===== config.mk =====
export PLATFORM = sky130hd
export DESIGN_NAME = pgm_wbuf
export DESIGN_NICKNAME = d
export VERILOG_FILES = /design/src/rtl/pgm_wbuf.sv
export SDC_FILE = /design/constraint.sdc
export NUM_CORES = 1
export LEC_CHECK = 0
export CORE_ASPECT_RATIO = 0.9
export CORE_MARGIN = 1.5
export CORE_UTILIZATION = 40
export CTS_BUF_LIST = sky130_fd_sc_hd__clkbuf_8
export CTS_CLUSTER_SIZE = 28
export DETAILED_ROUTE_END_ITERATION = 10
export PLACE_DENSITY = 0.81
export SYNTH_ARGS = -nofsm -noshare
export SYNTH_HDL_FRONTEND = slang
export SYNTH_SLANG_ARGS = --single-unit

===== constraint.sdc =====
create_clock -name clk -period 2 [get_ports clk]
set_input_delay 0.4 -clock clk [delete_from_list [all_inputs] [get_ports clk]]
set_output_delay 0.4 -clock clk [all_outputs]
set_load 0.01 [all_outputs]

===== src/rtl/pgm_wbuf.sv =====
module pgm_wbuf #(
  parameter int WORD_W = 256,
  parameter int BEAT_W = 32
) (
  input  logic                          clk,
  input  logic                          rst_n,
  input  logic                          prog_en,
  input  logic                          wr_valid,
  input  logic [$clog2(WORD_W/BEAT_W)-1:0] wr_idx,
  input  logic [BEAT_W/8-1:0]           wr_be,
  input  logic [BEAT_W-1:0]             wr_data,
  input  logic                          force_req,
  output logic                          force_pend,
  output logic                          q_valid,
  input  logic                          q_ready,
  output logic [WORD_W-1:0]             q_data,
  output logic                          buf_empty,
  output logic                          buf_full
);
  localparam int BEATS = WORD_W / BEAT_W;
  localparam int LANES = BEAT_W / 8;
  localparam int BYTES = WORD_W / 8;
  localparam int IDX_W = $clog2(BEATS);

  logic [WORD_W-1:0] word_q;
  logic [BYTES-1:0]  mask_q;
  logic              vld_q;
  logic              frc_q;

  wire empty = ~|mask_q;
  wire full  = &mask_q;
  wire done  = vld_q & q_ready;
  wire drop  = ~prog_en & ~vld_q;
  wire issue = prog_en & ~vld_q & (full | (frc_q & ~empty));
  wire take  = prog_en & wr_valid & ~vld_q & ~issue;

  always_ff @(posedge clk) begin
    if (!rst_n) begin
      word_q <= '1;
      mask_q <= '0;
      vld_q  <= 1'b0;
      frc_q  <= 1'b0;
    end else begin
      if (done || drop) begin
        word_q <= '1;
        mask_q <= '0;
      end else if (issue) begin
        mask_q <= '1;
      end else if (take) begin
        for (int i = 0; i < BEATS; i++) begin
          for (int b = 0; b < LANES; b++) begin
            if (wr_idx == IDX_W'(i) && wr_be[b]) begin
              word_q[i*BEAT_W + b*8 +: 8] <= wr_data[b*8 +: 8];
              mask_q[i*LANES + b]         <= 1'b1;
            end
          end
        end
      end

      if (done)
        vld_q <= 1'b0;
      else if (issue)
        vld_q <= 1'b1;

      if (done || drop)
        frc_q <= 1'b0;
      else if (frc_q && empty && !vld_q)
        frc_q <= 1'b0;
      else if (force_req)
        frc_q <= 1'b1;
    end
  end

  assign q_data     = word_q;
  assign q_valid    = vld_q;
  assign force_pend = frc_q;
  assign buf_empty  = empty;
  assign buf_full   = full;
endmodule


==> impl_metrics.env <==
export IMPL_diodes=0
export IMPL_cp_required_ps=2370
export IMPL_vias=9381
export IMPL_grt_overflow_total=0
export IMPL_hpwl_um=24600
export IMPL_combPwrFrac_pct=7.7
export IMPL_wl_per_cell_um=18.7
export IMPL_synthDistinctLibCells=30
export IMPL_startpoint="mask_q[11]"
export IMPL_fmax_mhz=416
export IMPL_wirelength_um=34800
export IMPL_synth_seq_area_share_pct=52.0
export IMPL_nets=1516
export IMPL_cts_root_buf="clkbuf_8"
export IMPL_gr_usage_all_layers_pct=23.9
export IMPL_clk_pin_slew_worst_paths_ps=60
export IMPL_switchingPower_uw=2810
export IMPL_clockBufferDepth=3
export IMPL_syn_avg_cell_area_um2=10.6
export IMPL_antenna_found_initial=0
export IMPL_critical_path_endpoint_type="register"
export IMPL_postSynthCellCount=1050
export IMPL_intPower_uw=9310
export IMPL_coreArea_um2=27200
export IMPL_p_per_area_nw_per_um2=716
export IMPL_worstMarginPinSlew_ps=807
export IMPL_grt_max_degree=36
export IMPL_setup_viol_count_final=291
export IMPL_gp_congestion=0.862
export IMPL_sw_frac_of_total_pct=23.2
export IMPL_slew_violations=0
export IMPL_final_area_um2=16900
export IMPL_p_seq_share_pct=48.1
export IMPL_wl_met1_um=14200
export IMPL_critPathCapture="q_data[252]"
export IMPL_synth_nets=1095
export IMPL_rsz0062_at_grt="true"
export IMPL_worst_r2r_cell_count=10
export IMPL_yosysWarnings=0
export IMPL_clk_latency_ps=550
export IMPL_wl_met3_um=2820
export IMPL_die_h_um=162
export IMPL_worstSetupPathType="register to register"
export IMPL_first_global_vias=9853
export IMPL_r2r_end="q_data[252]"
export IMPL_dr_wl_met2_um=16500
export IMPL_viasPerCell=5.04
export IMPL_timing_rr_start="mask_q[11]"
export IMPL_drive_above_1_share_pct=19.5
export IMPL_skew_ps=17.2
export IMPL_route_detailed_drc=0
export IMPL_regToRegSetupSlack_ps=-400
export IMPL_num_io_pins=305
export IMPL_ctsHoldBuffers=0
export IMPL_worstSetupStartpointType="register"
export IMPL_numCtsBuffers=47
export IMPL_clkPwrFrac_pct=44.2
export IMPL_irDropWorstVdd_mv=0.641
export IMPL_fin_ws_ps=-404
export IMPL_crit_arrival_ps=2780
export IMPL_grt_pass1_wl_um=53800
export IMPL_dr_pass1_iters=5
export IMPL_htreeDepth=2
export IMPL_synthFlopType="dfxtp_1"
export IMPL_max_slew_margin_rel_pct=46.0
export IMPL_placement_io_buffers=304
export IMPL_outcome="complete, but fails checks"
export IMPL_cap_violations=0
export IMPL_synth_seq_cells=290
export IMPL_period_minus_slack_ps=2400
export IMPL_cts_tree="yes"
export IMPL_hp_class="input port to register"
export IMPL_synth_edf_count=0
export IMPL_fin_util_pct=62.1
export IMPL_rows=57
export IMPL_dpl_cell_area_um2=15600
export IMPL_synthArstFlopShare_pct=0
export IMPL_clock_sinks=290
export IMPL_die_x_um=179
export IMPL_hold_viol=0
export IMPL_start_util_pct=41.0
export IMPL_area_growth_pct=51.4
export IMPL_drtAntennaViolNets=0
export IMPL_top_layer="met4"
export IMPL_critical_path_peak_fanout=8
export IMPL_synthesis_area_um2=11200
export IMPL_dieArea_um2=28900
export IMPL_drt_iter0_drc=370
export IMPL_leakagePower_uw=0.00778
export IMPL_violations="setup timing"
export IMPL_timing_final_crit_share_pct=120
## synthesized netlist by cell type, types with 8 or more instances
cell type | count | area, um2
nand4_4 | 20 | 425
a21oi_2 | 30 | 263
dfxtp_1 | 290 | 5810
nand3_4 | 9 | 158
clkbuf_1 | 39 | 146
mux2i_1 | 256 | 2560
a21oi_1 | 22 | 110
nand4_1 | 10 | 62.6
and3_1 | 8 | 50.1
nor2_1 | 313 | 1170
nor4_1 | 8 | 50.1
buf_6 | 13 | 146
## layout make-up
type,instances,area (um2)
fillers,2125,10300
flip-flops and latches,290,5830
multi-input cells,700,5160
repair buffers,430,4470
clock buffers,60,826
well taps,354,443
clock inverters,24,178
inverters,2,10.0
## flip-flops by register name (all words and copies together), names as in the netlist
name / flops
mask_q: 32
q_data: 256
q_valid: 1
force_pend: 1
## stage by stage
step | hold WS, ps | setup slack (ps) | setup TNS (ps) | total power (uW) | cells
finish | 449 | -404 | -89630 | 12100 | 1860
CTS | 446 | -382 | -73460 | 12200 | 1857
detailed placement | 502 | -364 | -71720 | 6800 | 1767
global placement | 492 | -357 | -70450 | 6790 | 1767
global route | 460 | -427 | -101930 | 12600 | 1860
floorplan | 498 | 66.0 | 0 | 6350 | 1050
## cells in the final DEF, fill, tap and decap left out, types with 2 or more instances in the layout
master and instances:
a21oi_1 22, a21oi_2 29, and3_1 5, and3_4 3
and3b_1 2, buf_12 29, buf_4 82, buf_6 10
buf_8 4, bufinv_16 3, clkbuf_16 2, clkbuf_8 60
clkdlybuf4s50_1 302, clkinv_2 4, dfxtp_1 272, dfxtp_2 17
inv_1 17, mux2i_1 254, mux2i_2 2, nand3_1 5
nand3_4 9, nand4_1 10, nand4_4 20, nor2_1 312
nor2b_1 2, nor3b_2 3, nor4_1 2, nor4_2 3
nor4_4 3, o21ai_4 2, or4_1 2
## power by group through the flow
stage                     logic (uW)  clock network (uW)  registers [uW]
after floorplan                  395                   0            5950
after global placement           836                   0            5950
after CTS                        900                5490            5830
after detailed placement         845                   0            5950
after global routing             986                5750            5830
final                            932                5360            5830
## what timing repair did
item / 4_1_cts / 5_1_grt
setup endpoints to repair: 291 / 292
pin swaps: 10 / 2
setup buffers: 5 / 1
endpoints found under the hold margin: 0 / 0
cloned: 1 / 2
resized for setup: 55 / 10
## cell families (layout without fill, tap and decap cells)
group / after synthesis / in the layout / share of synthesized area [%]
and+or+nand+nor: 387 / 387 / 18.4
DFF: 290 / 290 / 52.0
muxes: 256 / 256 / 22.9
buffers and inverters: 60 / 516 / 2.94
AOI/OAI and AO/OA: 57 / 57 / 3.74
## worst min-delay path by stage
stage                      from          end  slack [ps]  cells after the start
floorplan             mask_q[0]    mask_q[0]         500                      2
global placement    q_data[199]  q_data[199]         490                      2
detailed placement  q_data[193]  q_data[193]         500                      2
CTS                   force_req   force_pend         450                      3
global route          force_req   force_pend         460                      3
finish                force_req   force_pend         450                      3
## critical path, cell delays in order, from the launching register on
cell and delay (ps):
dfxtp_2 320, buf_6 120, nor4_4 280, nand4_1 210, buf_4 210, buf_6 120, o21ai_4 180, buf_12 200
buf_8 120, nand4_4 220, mux2i_2 250
## layer usage
| metal | vias up | GRT usage, % |
|---|---|---|
| met3 | 89 | 6.97 |
| met4 | 0 | 9.65 |
| met5 | - | 0 |
| met2 | 359 | 40.3 |
| met1 | 4492 | 28.4 |
| li1 | 4441 | - |
(Power assumes the default switching activity.)
